## src/rtl/surf_addr_pkg.sv

```systemverilog
package surf_addr_pkg;

    typedef enum logic {
        LAYOUT_TILED = 1'b0,
        LAYOUT_SUPER = 1'b1
    } layout_e;

    typedef enum logic {
        WK_IDLE = 1'b0,
        WK_RUN  = 1'b1
    } walk_state_e;

    // log2 of the pixel size in bytes; codes 2 and 3 both select 4 bytes
    function automatic logic [1:0] bpp_shift(input logic [1:0] code);
        logic [1:0] sh;
        unique case (code)
            2'd0:    sh = 2'd0;
            2'd1:    sh = 2'd1;
            default: sh = 2'd2;
        endcase
        return sh;
    endfunction

endpackage

```

## src/rtl/surf_tile_index.sv

```systemverilog
// Pixel position inside a 4x4 tile and tile position inside a 64x64 supertile.
module surf_tile_index (
    input  logic [5:0] x_lo,
    input  logic [5:0] y_lo,
    output logic [3:0] pix_idx,
    output logic [7:0] tile_idx
);
    logic [3:0] tx;
    logic [3:0] ty;

    always_comb begin
        tx       = x_lo[5:2];
        ty       = y_lo[5:2];
        pix_idx  = {y_lo[1:0], x_lo[1:0]};
        // band of 4 tile rows, 2-column group, row in group, column in group
        tile_idx = {ty[3:2], tx[3:1], ty[1:0], tx[0]};
    end
endmodule

```

## src/rtl/surf_offset_calc.sv

```systemverilog
module surf_offset_calc
    import surf_addr_pkg::*;
#(
    parameter int CW = 12,
    parameter int SW = 20,
    parameter int AW = 32
) (
    input  layout_e         layout,
    input  logic [1:0]      bpp_code,
    input  logic [SW-1:0]   stride,
    input  logic [CW-1:0]   px,
    input  logic [CW-1:0]   py,
    output logic [AW-1:0]   offset
);
    localparam int TILE_SH  = 2;   // 4 pixels per tile edge
    localparam int SUPER_SH = 6;   // 64 pixels per supertile edge

    logic [3:0]    pix_idx;
    logic [7:0]    tile_idx;
    logic [1:0]    bsh;
    logic [AW-1:0] pix_term;
    logic [AW-1:0] tiled_off;
    logic [AW-1:0] super_off;

    surf_tile_index u_idx (
        .x_lo     (px[5:0]),
        .y_lo     (py[5:0]),
        .pix_idx  (pix_idx),
        .tile_idx (tile_idx)
    );

    always_comb begin
        bsh       = bpp_shift(bpp_code);
        pix_term  = AW'(pix_idx) << bsh;
        tiled_off = AW'(py >> TILE_SH) * AW'(stride)
                  + (AW'(px >> TILE_SH) << (4 + bsh))
                  + pix_term;
        super_off = ((AW'(py >> SUPER_SH) * AW'(stride)) << 4)
                  + (AW'(px >> SUPER_SH) << (12 + bsh))
                  + (AW'(tile_idx) << (4 + bsh))
                  + pix_term;
        offset    = (layout == LAYOUT_SUPER) ? super_off : tiled_off;
    end
endmodule

```

## src/rtl/surf_walker.sv

```systemverilog
module surf_walker
    import surf_addr_pkg::*;
#(
    parameter int CW = 12,
    parameter int SW = 20
) (
    input  logic           clk,
    input  logic           rst_n,
    input  logic           req_valid,
    input  logic           req_walk,
    input  layout_e        req_layout,
    input  logic [1:0]     req_bpp,
    input  logic [SW-1:0]  req_stride,
    input  logic [CW-1:0]  req_x,
    input  logic [CW-1:0]  req_y,
    input  logic [CW-1:0]  req_w,
    input  logic [CW-1:0]  req_h,
    output logic           pt_fire,
    output logic           pt_last,
    output logic [CW-1:0]  pt_x,
    output logic [CW-1:0]  pt_y,
    output layout_e        pt_layout,
    output logic [1:0]     pt_bpp,
    output logic [SW-1:0]  pt_stride,
    output logic           busy
);
    walk_state_e   state, state_nxt;

    logic [CW-1:0] cur_x, cur_y, org_x, end_x, end_y;
    layout_e       lay_q;
    logic [1:0]    bpp_q;
    logic [SW-1:0] stride_q;

    logic [CW-1:0] req_xe, req_ye;
    logic          req_empty, req_one;
    logic          accept_walk;
    logic [CW-1:0] ref_org, ref_end;
    logic [CW-1:0] adv_x, adv_y;

    always_comb begin
        req_xe      = req_x + req_w - CW'(1);
        req_ye      = req_y + req_h - CW'(1);
        req_empty   = (req_w == '0) || (req_h == '0);
        req_one     = (req_w == CW'(1)) && (req_h == CW'(1));
        accept_walk = 1'b0;
        state_nxt   = state;
        unique case (state)
            WK_IDLE: begin
                pt_x      = req_x;
                pt_y      = req_y;
                pt_layout = req_layout;
                pt_bpp    = req_bpp;
                pt_stride = req_stride;
                pt_fire   = req_valid && !(req_walk && req_empty);
                pt_last   = !req_walk || req_one;
                busy      = 1'b0;
                ref_org   = req_x;
                ref_end   = req_xe;
                if (req_valid && req_walk && !req_empty && !req_one) begin
                    accept_walk = 1'b1;
                    state_nxt   = WK_RUN;
                end
            end
            WK_RUN: begin
                pt_x      = cur_x;
                pt_y      = cur_y;
                pt_layout = lay_q;
                pt_bpp    = bpp_q;
                pt_stride = stride_q;
                pt_fire   = 1'b1;
                pt_last   = (cur_x == end_x) && (cur_y == end_y);
                busy      = 1'b1;
                ref_org   = org_x;
                ref_end   = end_x;
                if (pt_last) begin
                    state_nxt = WK_IDLE;
                end
            end
        endcase
        // raster step: wrap to the origin column at the row end
        if (pt_x == ref_end) begin
            adv_x = ref_org;
            adv_y = pt_y + CW'(1);
        end else begin
            adv_x = pt_x + CW'(1);
            adv_y = pt_y;
        end
    end

    always_ff @(posedge clk) begin
        if (!rst_n) begin
            state <= WK_IDLE;
        end else begin
            state <= state_nxt;
        end
    end

    always_ff @(posedge clk) begin
        if (!rst_n) begin
            cur_x    <= '0;
            cur_y    <= '0;
            org_x    <= '0;
            end_x    <= '0;
            end_y    <= '0;
            lay_q    <= LAYOUT_TILED;
            bpp_q    <= '0;
            stride_q <= '0;
        end else if (accept_walk) begin
            cur_x    <= adv_x;
            cur_y    <= adv_y;
            org_x    <= req_x;
            end_x    <= req_xe;
            end_y    <= req_ye;
            lay_q    <= req_layout;
            bpp_q    <= req_bpp;
            stride_q <= req_stride;
        end else if (state == WK_RUN && !pt_last) begin
            cur_x    <= adv_x;
            cur_y    <= adv_y;
        end
    end
endmodule

```

## src/rtl/surf_addr_gen.sv

```systemverilog
module surf_addr_gen
    import surf_addr_pkg::*;
#(
    parameter int CW = 12,
    parameter int SW = 20,
    parameter int AW = 32
) (
    input  logic           clk,
    input  logic           rst_n,
    input  logic           req_valid,
    input  logic           req_walk,
    input  logic           req_layout,
    input  logic [1:0]     req_bpp,
    input  logic [SW-1:0]  req_stride,
    input  logic [CW-1:0]  req_x,
    input  logic [CW-1:0]  req_y,
    input  logic [CW-1:0]  req_w,
    input  logic [CW-1:0]  req_h,
    output logic           busy,
    output logic           out_valid,
    output logic           out_last,
    output logic [AW-1:0]  out_offset
);
    logic          pt_fire, pt_last;
    logic [CW-1:0] pt_x, pt_y;
    layout_e       pt_layout;
    logic [1:0]    pt_bpp;
    logic [SW-1:0] pt_stride;
    logic [AW-1:0] calc_off;

    surf_walker #(.CW(CW), .SW(SW)) u_walker (
        .clk        (clk),
        .rst_n      (rst_n),
        .req_valid  (req_valid),
        .req_walk   (req_walk),
        .req_layout (layout_e'(req_layout)),
        .req_bpp    (req_bpp),
        .req_stride (req_stride),
        .req_x      (req_x),
        .req_y      (req_y),
        .req_w      (req_w),
        .req_h      (req_h),
        .pt_fire    (pt_fire),
        .pt_last    (pt_last),
        .pt_x       (pt_x),
        .pt_y       (pt_y),
        .pt_layout  (pt_layout),
        .pt_bpp     (pt_bpp),
        .pt_stride  (pt_stride),
        .busy       (busy)
    );

    surf_offset_calc #(.CW(CW), .SW(SW), .AW(AW)) u_calc (
        .layout   (pt_layout),
        .bpp_code (pt_bpp),
        .stride   (pt_stride),
        .px       (pt_x),
        .py       (pt_y),
        .offset   (calc_off)
    );

    always_ff @(posedge clk) begin
        if (!rst_n) begin
            out_valid  <= 1'b0;
            out_last   <= 1'b0;
            out_offset <= '0;
        end else begin
            out_valid <= pt_fire;
            out_last  <= pt_fire && pt_last;
            if (pt_fire) begin
                out_offset <= calc_off;
            end
        end
    end
endmodule

```

## config.mk

```make
export PLATFORM = sky130hd
export DESIGN_NAME = surf_addr_gen
export DESIGN_NICKNAME = d
export VERILOG_FILES = /design/src/rtl/surf_addr_pkg.sv /design/src/rtl/surf_tile_index.sv /design/src/rtl/surf_offset_calc.sv /design/src/rtl/surf_walker.sv /design/src/rtl/surf_addr_gen.sv
export SDC_FILE = /design/constraint.sdc
export NUM_CORES = 1
export LEC_CHECK = 0
export BUFFER_PORTS_ARGS = -buffer_cell sky130_fd_sc_hd__buf_2
export CORE_MARGIN = 5
export CORE_UTILIZATION = 40
export CTS_CLUSTER_DIAMETER = 150
export CTS_CLUSTER_SIZE = 10
export DETAILED_ROUTE_END_ITERATION = 10
export HOLD_SLACK_MARGIN = 0.03
export SYNTH_ARGS = -nofsm -noshare
export SYNTH_HDL_FRONTEND = slang
export SYNTH_SLANG_ARGS = --single-unit
```

## constraint.sdc

```tcl
create_clock -name clk -period 9.1 [get_ports clk]
set_clock_uncertainty 0.15 [all_clocks]
set_input_delay 1.82 -clock clk [delete_from_list [all_inputs] [get_ports clk]]
set_output_delay 1.82 -clock clk [all_outputs]
set_load 0.02 [all_outputs]
```

## Word level (Yosys, flattened, before mapping)

Cells that the tools add are included.

| word-level totals | value |
|---|---|
| bits of input ports | 75 |
| output and inout port bits | 35 |
| flip-flop bits (word level) | 118 |

| cells by class | value |
|---|---|
| reductions and logical operators | 20 |
| mux-type cells | 22 |
| bitwise gates (word level) | 1 |
| shift-type cells | 4 |
| eq/ne operators | 6 |
| multiply operators | 2 |
| add/subtract/negate cells | 13 |

Operators with widths:

| kind | count |
|---|---|
| $add A32 B32 Y32 | 5 |
| $pmux W12 S2 | 4 |
| $mux W12 | 6 |
| $pmux W20 S2 | 1 |
| $eq A12 B12 Y1 | 3 |
| $mux W32 | 1 |
| $shl A10 B32 Y32 | 1 |
| $shl A4 B2 Y32 | 1 |
| $shl A6 B32 Y32 | 1 |
| $shl A8 B32 Y32 | 1 |
| $mul A10 B20 Y30 | 1 |
| $mul A6 B20 Y26 | 1 |
| $add A12 B1 Y12 const B | 2 |
| $add A12 B12 Y12 | 2 |
| $eq A12 B1 Y1 const B | 2 |
| $logic_not A12 Y1 | 2 |
| $sub A12 B1 Y12 const B | 2 |
| $pmux W1 S2 | 5 |
| $logic_and A1 B1 Y1 | 9 |
| $pmux W2 S2 | 2 |
| $add A4 B2 Y5 const A | 1 |
| $logic_not A1 Y1 | 5 |
| $add A3 B2 Y4 const A | 1 |
| $mux W1 | 3 |
| 5 further kinds | 6 |

## Depth between registers and ports, before layout

Gate-level depths: netlist (run 1).

| logic depth | value |
|---|---|
| depth after elaboration | 10 |
| mapped depth | 38 |
| depth with buffers taken out | 32 |

## Hierarchy

Synthesis (run 1) repeated with hierarchy kept, for this count alone.

| second synthesis, totals | value |
|---|---|
| cells, all modules | 2315 |
| area total of the unflattened synthesis | 18801.8 um2 |

Modules (own cells, without submodules):

| module | sequential area each (um2) | cells an instance | times used | area an instance (um2) |
|---|---|---|---|---|
| surf_offset_calc | 0.0 | 1312 | 1 | 10898.0 |
| surf_walker | 1681.6 | 884 | 1 | 6517.5 |
| surf_addr_gen | 680.7 | 107 | 1 | 1296.2 |
| surf_tile_index | 0.0 | 12 | 1 | 90.1 |

## Worst setup path before layout (run 1)

No wires, ideal clock.

| timing path | value |
|---|---|
| kind | input -> register |
| start | input req_y[5] |
| end | register out_offset[25] |
| stages | 31 |
| data arrival time | 8717 ps |
| library setup time | 118 ps |
| data required time | 8832 ps |
| setup slack | 115 ps |
| path buffers | 1 |
| cells stage by stage | inv_1 o21ai_1 clkbuf_1 nand2_1 fa_1 inv_1 fa_1 inv_1 fa_1 inv_1 fa_1 inv_1 fa_1 inv_1 ha_1 a211o_1 a21oi_1 o21ai_0 xor2_1 ha_1 ha_1 a21o_1 a21oi_1 o21ai_0 and2_1 a221oi_1 and4b_1 nor4b_4 xor2_1 o21ai_0 o21ai_1 |

| on the way | value |
|---|---|
| longest elaborated chain between the ends | 5 |
| elaborated cells on any way between the ends | 8 |
| those cells by class | add/sub: 4; mul: 1; shift: 1; mux: 2 |

RTL lines:

| item | line | RTL |
|---|---|---|
| start, declared | surf_addr_gen.sv:16 | `input logic [CW-1:0] req_y,` |
| $pmux W12 S2 (*) | surf_walker.sv:47 | `unique case (state)` |
| $mul A10 B20 Y30 or $shl A8 B32 Y32 (tied branches) | surf_offset_calc.sv:35, surf_offset_calc.sv:40 |  |
| $add A32 B32 Y32, on equally long branches | surf_offset_calc.sv:36, surf_offset_calc.sv:40 |  |
| $add A32 B32 Y32, on equally long branches | surf_offset_calc.sv:37, surf_offset_calc.sv:41 |  |
| $mux W32 (*) | surf_offset_calc.sv:42 | `offset = (layout == LAYOUT_SUPER) ? super_off : tiled_off;` |
| end signal, assigned | surf_addr_gen.sv:71 | `out_offset <= calc_off;` |
| end, declared | surf_addr_gen.sv:22 | `output logic [AW-1:0] out_offset` |

Every way passes the cells marked *; elsewhere a longest branch is shown, timed or not.
A chain may end at the register's enable or synchronous reset.

## Final worst setup path (run 1)

Same ends and word-level chain as after synthesis.

==> impl_metrics.yaml, run 1 <==
sta:
  rsz0062_at_grt: "false"
  hold_viol_final: 0
  min_period_ns: 8.59
  drv_slew: 0
  max_freq_mhz: 116
  setup_slack_ns: 0.514
  setup_viol: 0
  slew_headroom_pct: 29.5
  period_share_pct: 94.3
  tightest_slew_ns: 1.04
drt:
  dr.pass1.iters: 6
  ant_nets: 0
  drc: 0
  totalWireLength_mm: 54.0
  vias: 16700
  wl_per_cell_um: 17.2
  vias_per_cell: 5.32
  detail_route.iter0.violations: 768
final_layout:
  postLayoutCoreUtil_pct: 45.7
  finalNonFillerCells: 3136
  area_growth_pct: 12.9
  finalInstanceArea_um2: 20800
  fin_nets: 2977
  fillers: 4622
  drive_above_1_share_pct: 11.8
yosys:
  syn-instance-count: 2373
  yosys_warnings: 0
  ys_async_sr_fraction_pct: 0
  synth_area_per_cell_um2: 7.75
  synth-seq-area-share_pct: 12.7
  ys_ff_latch: 117
  yosysUniqueCellTypes: 83
  synth_edf_count: 0
  synth_flop_cell: "dfxtp_1"
  netlist_area_um2: 18400
placed_design:
  place_inst: 3103
  placed_cell_area_um2: 20100
  port_buffers: 108
  hpwl_mm: 45.3
  place_ws_ns: -0.0183
  gp_congestion: 0.912
worst_hold_path:
  holdCritStartpoint: "u_walker.org_x[7]"
  hold_path.class: "register to register"
cts:
  cts_inserted_buffers: 17
  worst_skew_pair.late_latency_ns: 0.46
  clockBufferDepth: 2
  cts.sinks: 117
  cts_root_buffer: "clkbuf_16"
  htreeDepth: 4
  clk_pin_slew_worst_paths_ns: 0.06
  postCtsSetupBuffers: 0
  tritoncts: "done"
global_route:
  grtUsageTotal_pct: 21.3
  grt_pass1_vias: 16400
  antenna_found_initial: 0
  grt_max_degree: 70
  grt_pass1_wl_mm: 86.2
  overflow: 0
critical_path:
  critical_path_class: "input pin to register"
  cp-end-kind: "register"
  crit_start: "req_y[5]"
  cp.required_ns: 9.30
  max_stage_delay_ns: 0.54
  slowest_stage: "fa_1"
  crit_top_cell: "inv_1"
  r2r-start: "u_walker.state"
  worstPathMaxFanout: 9
  arrival_ns: 8.78
  start_kind: "input pin"
floorplan:
  die_w_um: 224
  pin_count: 110
  die_h_um: 224
  row_count: 78
  design.core.area_um2: 45400
  die-area_um2: 50300
  initial_core_util_pct: 40.5
job:
  drv_cap: 0
run_status:
  status: "complete, no violations"
layer usage:
metal | vias up | global-route usage, % | routed length (µm)
met3 | 74 | 3.35 | 2240
met1 | 8114 | 25.9 | 22300
met4 | 0 | 6.72 | 1440
met2 | 346 | 38.6 | 28000
li1 | 8135 | - | -
met5 | - | 0 | 0
sequential cells by signal, summed over array words and instances (netlist names):
register           cells
out_last               1
out_offset            31
out_valid              1
u_walker.bpp_q         2
u_walker.cur_x        12
u_walker.cur_y        12
u_walker.end_x        12
u_walker.end_y        12
u_walker.lay_q         1
u_walker.org_x        12
u_walker.state         1
u_walker.stride_q     20
placed cells by master, fill, tap and decap left out, types with 7 or more instances in the layout:
cell type	instances
inv_1	348
nand2_1	320
nor2_1	225
ha_1	206
a21oi_1	181
fa_1	174
dfxtp_1	116
buf_2	108
buf_4	103
o21ai_0	98
xnor2_1	94
xor2_1	65
nand3_1	48
a21o_1	36
mux2i_1	32
nor3_1	32
a211oi_1	30
mux2_2	27
o21bai_1	20
nand4_1	18
clkbuf_16	17
nand2b_1	14
o21ai_1	13
o211ai_1	13
o21a_1	11
nor2b_1	10
a31oi_1	10
nor4_1	10
a21boi_1	8
and2_1	8
o31ai_1	8
and3_1	7
or2_2	7
worst max-delay path, delay by kind of cell:
family / cells / cell delay [ns]
buffers and inverters: 8 / 0.61
adders and majority gates: 8 / 3.49
and+or+nand+nor: 4 / 0.73
AOI/OAI and AO/OA: 10 / 1.78
xor gates and xnor gates: 2 / 0.32
through the flow:
| stage | hold WS, ns | TNS (ns) |
|---|---|---|
| after global placement | 0.290 | 0 |
| after global routing | 0.322 | 0 |
| after CTS | 0.303 | 0 |
| after floorplan | 0.283 | 0 |
| after detailed placement | 0.295 | -0.0183 |
| final | 0.306 | 0 |
area by class of cell:
class,count,area [µm²],share of cell area [%]
well taps,600,751,3.62
clock buffers,24,472,2.27
inverters,350,1310,6.33
diodes,1,2.50,0.0121
multi-input cells,1825,14400,69.4
clock inverters,8,148,0.711
repair buffers,211,1310,6.33
flip-flops and latches,117,2350,11.3
cells by family after synthesis:
group           share of synthesized area [%]
flops                                    12.7
compound gates                           16.4
xor+xnor                                 7.66
mux                                      3.56
simple gates                             17.4
buf+inv                                  9.21
fa+ha+maj                                33.0
other cells                            0.0409
cell usage after synthesis, types with 18 or more instances:
cell,instances,area (µm²)
a21oi_1,182,911
o21bai_1,20,150
inv_1,349,1310
mux2i_1,35,350
nand2_1,320,1200
clkbuf_1,60,225
a211oi_1,31,233
nand3_1,48,240
a21o_1,36,270
nand4_1,18,113
xnor2_1,94,823
fa_1,174,3480
mux2_2,27,304
dfxtp_1,117,2340
xor2_1,65,569
o21ai_0,100,500
nor3_1,32,160
nor2_1,225,845
ha_1,206,2580
worst paths after layout:
path                       end  slack, ns  cells past startpoint
max             out_offset[25]       0.51                     32
min          u_walker.org_x[7]       0.31                      2
max reg2reg     out_offset[25]       0.84                     32
min reg2reg  u_walker.org_x[7]       0.31                      2
repair_timing:
action | in CTS | in global routing
endpoints found under the setup margin | 0 | 5
resized for setup | 0 | 5
hold buffers | 0 | 0
Power of run 1 is not shown: default switching activity piles up to over one toggle a cycle in this logic, so the estimate is an artifact.
==> run 2, diff against run 1 <==
- RECOVER_POWER: not set -> 50
==> impl_metrics.yaml, run 2 (same netlist as run 1, synthesis figures left out) <==
drt:
  detail_route.iter0.violations: 738
  drc: 0
  wl_per_cell_um: 17.2
  vias_per_cell: 5.28
  totalWireLength_mm: 54.0
  vias: 16600
  ant_nets: 0
  dr.pass1.iters: 5
floorplan:
  design.core.area_um2: 45400
  die_h_um: 224
  row_count: 78
  die-area_um2: 50300
  die_w_um: 224
  pin_count: 110
  initial_core_util_pct: 40.5
final_layout:
  postLayoutCoreUtil_pct: 45.6
  drive_above_1_share_pct: 10.3
  final_cell_mix: "inv_1, nand2_1, nor2_1, ha_1, a21oi_1"
  top_regs: "out_offset: 31 flops, u_walker.stride_q: 20 flops"
  largest_reg_flops: 31
  fin_nets: 2977
  fillers: 4629
  area_growth_pct: 12.6
  mostFrequentLayoutCell: "inv_1"
  largest_register: "out_offset"
  finalInstanceArea_um2: 20700
critical_path:
  max_stage_delay_ns: 0.59
  crit_start: "req_y[11]"
  cp.required_ns: 9.30
  r2r_slack_ns: 0.83
  crit_top_cell: "fa_1"
  slowest_stage: "fa_1"
  arrival_ns: 8.78
  r2r_cells: 32
  start_kind: "input pin"
  r2r-start: "u_walker.state"
  r2r_end: "out_offset[25]"
  worstPathMaxFanout: 4
  critical_path_class: "input pin to register"
  crit_path_end: "out_offset[25]"
  cp-end-kind: "register"
sta:
  drv_slew: 58
  tns_ns: 0
  setup_slack_ns: 0.518
  rsz0062_at_grt: "false"
  period_share_pct: 94.3
  hold_viol_final: 0
  setup_viol: 0
  max_freq_mhz: 117
  min_period_ns: 8.58
  tightest_slew_ns: 2.09
  slew_headroom_pct: -39.5
placed_design:
  port_buffers: 108
  gp_congestion: 0.912
  placed_cell_area_um2: 20100
  place_ws_ns: -0.0183
  hpwl_mm: 45.3
worst_hold_path:
  hold_path.class: "register to register"
  min_path_cells: 2
global_route:
  overflow: 0
  grt_pass1_wl_mm: 86.2
  grtUsageTotal_pct: 21.3
  antenna_found_initial: 0
  grt_max_degree: 70
  grt_pass1_vias: 16400
cts:
  worst_skew_pair.late_latency_ns: 0.46
  cts_hold_buf: 0
  tritoncts: "done"
  postCtsSetupBuffers: 0
  cts_root_buffer: "clkbuf_16"
  clk_pin_slew_worst_paths_ns: 0.06
  post_cts_resized: 0
  cts.sinks: 117
  cts_inserted_buffers: 17
  clockBufferDepth: 2
  htreeDepth: 4
run_status:
  status: "finished, violations left"
  failed_checks: "max-capacitance violations, max-slew violations"
job:
  drv_cap: 2
run 2: changes by cell type in the layout (fill, tap and decap cells not counted), sizes merged:
cell / previous run / this run
buf: 211 / 175
clkbuf: 24 / 60
run 2: layout make-up:
| class | instances | area (µm²) | area share [%] |
|---|---|---|---|
| multi-input cells | 1825 | 14400 | 69.6 |
| flip-flops and latches | 117 | 2350 | 11.3 |
| inverters | 350 | 1310 | 6.35 |
| repair buffers | 211 | 1260 | 6.11 |
| well taps | 600 | 751 | 3.63 |
| clock buffers | 24 | 472 | 2.28 |
| clock inverters | 8 | 148 | 0.713 |
| diodes | 1 | 2.50 | 0.0121 |
run 2: critical path: cells and delay by family:
kind                       cells  cell delay [ns]
adders and majority gates      8             3.65
buffers and inverters          5             0.40
and+or+nand+nor                6             1.30
xor gates and xnor gates       2             0.28
muxes                          1             0.08
AOI/OAI and AO/OA              7             1.23
run 2: layer usage:
metal | share of wire [%] | GRT usage (%) | up-vias
li1 | - | - | 8132
met1 | 42 | 25.9 | 8068
met2 | 52 | 38.6 | 294
met3 | 3.8 | 3.35 | 76
met4 | 2.7 | 6.72 | 0
met5 | 0 | 0 | -
run 2: worst min path at each step:
stage                                startpoint                     to  slack, ns
after floorplan               u_walker.org_x[3]      u_walker.org_x[3]       0.28
after global placement    u_walker.stride_q[16]  u_walker.stride_q[16]       0.29
after global routing          u_walker.org_x[7]      u_walker.org_x[7]       0.32
final                         u_walker.org_x[7]      u_walker.org_x[7]       0.30
after detailed placement      u_walker.org_x[7]      u_walker.org_x[7]       0.30
after CTS                     u_walker.org_x[7]      u_walker.org_x[7]       0.30
run 2: through the flow:
stage,hold WS (ns),std cells
final,0.304,3136
after floorplan,0.283,2377
after global routing,0.322,3135
after detailed placement,0.295,3103
after CTS,0.303,3135
after global placement,0.290,3103
Power of run 2 is left out for the same reason.
==> run 3, diff against run 2 <==
- REMOVE_ABC_BUFFERS: not set -> 1
==> impl_metrics.yaml, run 3 (same netlist as run 1, synthesis figures left out) <==
cts:
  cts_root_buffer: "clkbuf_16"
  cts.sinks: 117
  worst_skew_pair.late_latency_ns: 0.46
  cts_hold_buf: 0
  cts_inserted_buffers: 17
  htreeDepth: 4
  tritoncts: "done"
  clockBufferDepth: 2
  clk_pin_slew_worst_paths_ns: 0.06
sta:
  setup_viol: 0
  drv_slew: 64
  tns_ns: 0
  tightest_slew_ns: 3.47
  min_period_ns: 8.71
  hold_viol_final: 0
  slew_headroom_pct: -131
  setup_slack_ns: 0.391
  max_freq_mhz: 115
  period_share_pct: 95.7
final_layout:
  largest_register: "out_offset"
  area_growth_pct: 16.6
  mostFrequentLayoutCell: "inv_1"
  final_cell_mix: "inv_1, nand2_1, nor2_1, ha_1, buf_4"
  top_regs: "out_offset: 31 flops, u_walker.stride_q: 20 flops"
  drive_above_1_share_pct: 13.8
  finalInstanceArea_um2: 21400
  antenna_cells: 0
  fin_nets: 3069
  largest_reg_flops: 31
  fillers: 4571
worst_hold_path:
  hold_path.class: "register to register"
  holdCritStartpoint: "u_walker.stride_q[3]"
  min_path_cells: 2
  holdPathEnd: "u_walker.stride_q[3]"
placed_design:
  place_ws_ns: -0.244
  hpwl_mm: 47.6
  gp_congestion: 0.930
  placed_cell_area_um2: 20900
  port_buffers: 108
floorplan:
  design.core.area_um2: 45400
  die_h_um: 224
  initial_core_util_pct: 40.5
  pin_count: 110
  die-area_um2: 50300
  die_w_um: 224
  row_count: 78
global_route:
  grt_pass1_wl_mm: 94.0
  grt_pass1_vias: 17500
  grt_max_degree: 84
  antenna_found_initial: 0
  grtUsageTotal_pct: 23.4
  overflow: 0
run_status:
  status: "finished, violations left"
  failed_checks: "max-capacitance violations, max-slew violations"
critical_path:
  slowest_stage: "fa_1"
  r2r-start: "u_walker.state"
  cp-end-kind: "register"
  crit_top_cell: "fa_1"
  critical_path_class: "input pin to register"
  worstPathMaxFanout: 15
  start_kind: "input pin"
  r2r_end: "out_offset[29]"
  arrival_ns: 8.86
  r2r_slack_ns: 0.95
  r2r_cells: 35
  max_stage_delay_ns: 0.61
  cp.required_ns: 9.25
job:
  drv_cap: 1
drt:
  detail_route.iter0.violations: 1118
  drc: 0
  ant_nets: 0
  vias: 17100
  totalWireLength_mm: 58.8
  dr.pass1.iters: 5
  vias_per_cell: 5.30
  wl_per_cell_um: 18.2
-- run 3: cell count changes in the layout (fill, tap and decap cells not counted), moves of 2 or more --
cell,delta
clkbuf_8,+2
mux2i_1,-2
buf_4,+88
bufinv_16,-3
clkinvlp_4,+2
buf_12,+4
clkbuf_1,-3
-- run 3: cell type report --
cell class	count	area (µm²)	area share (%)
well taps	600	751	3.50
inverters	350	1310	6.13
multi-input cells	1825	14400	67.4
flip-flops and latches	117	2350	10.9
clock buffers	24	492	2.29
clock inverters	7	72.6	0.339
repair buffers	303	2010	9.39
-- run 3: routing by layer --
| layer | up-vias | global-route usage (%) | routed length [µm] |
|---|---|---|---|
| met5 | - | 0 | 0 |
| met1 | 8290 | 29.9 | 25600 |
| met4 | 0 | 7.64 | 1560 |
| met3 | 79 | 2.52 | 2490 |
| li1 | 8319 | - | - |
| met2 | 414 | 41.5 | 29200 |
-- run 3: how the worst max path moves through the flow --
stage	from	to	slack [ns]	depth (start not counted)
floorplan	u_walker.state	out_offset[25]	-1.60	31
global placement	req_y[10]	out_offset[25]	-0.17	32
detailed placement	req_y[10]	out_offset[29]	-0.24	34
CTS	req_y[10]	out_offset[29]	0.20	34
global route	req_y[11]	out_offset[23]	-0.03	31
finish	req_y[11]	out_offset[15]	0.39	30
-- run 3: metrics by stage --
| step | utilization (%) | hold slack (ns) | std cells |
|---|---|---|---|
| 2_1_floorplan | - | 0.283 | 2292 |
| 3_3_place_gp | 46.0 | 0.288 | 3194 |
| 3_5_place_dp | 46.0 | 0.296 | 3194 |
| 4_1_cts | 47.2 | 0.304 | 3225 |
| 5_1_grt | 47.2 | 0.327 | 3226 |
| 6_report | 47.2 | 0.303 | 3226 |
-- run 3: what timing repair did --
item / CTS / global route
resized for setup: 0 / 11
endpoints found under the setup margin: 0 / 13
setup buffers: 0 / 1
endpoints found under the hold margin: 0 / 0
-- run 3: critical path: cells and delay by family --
family,cells,cell delay [ns]
xor gates and xnor gates,1,0.12
muxes,1,0.10
and+or+nand+nor,6,1.17
AOI/OAI and AO/OA,7,1.22
adders and majority gates,8,3.66
buffers and inverters,7,0.76
Power of run 3 is left out for the same reason.
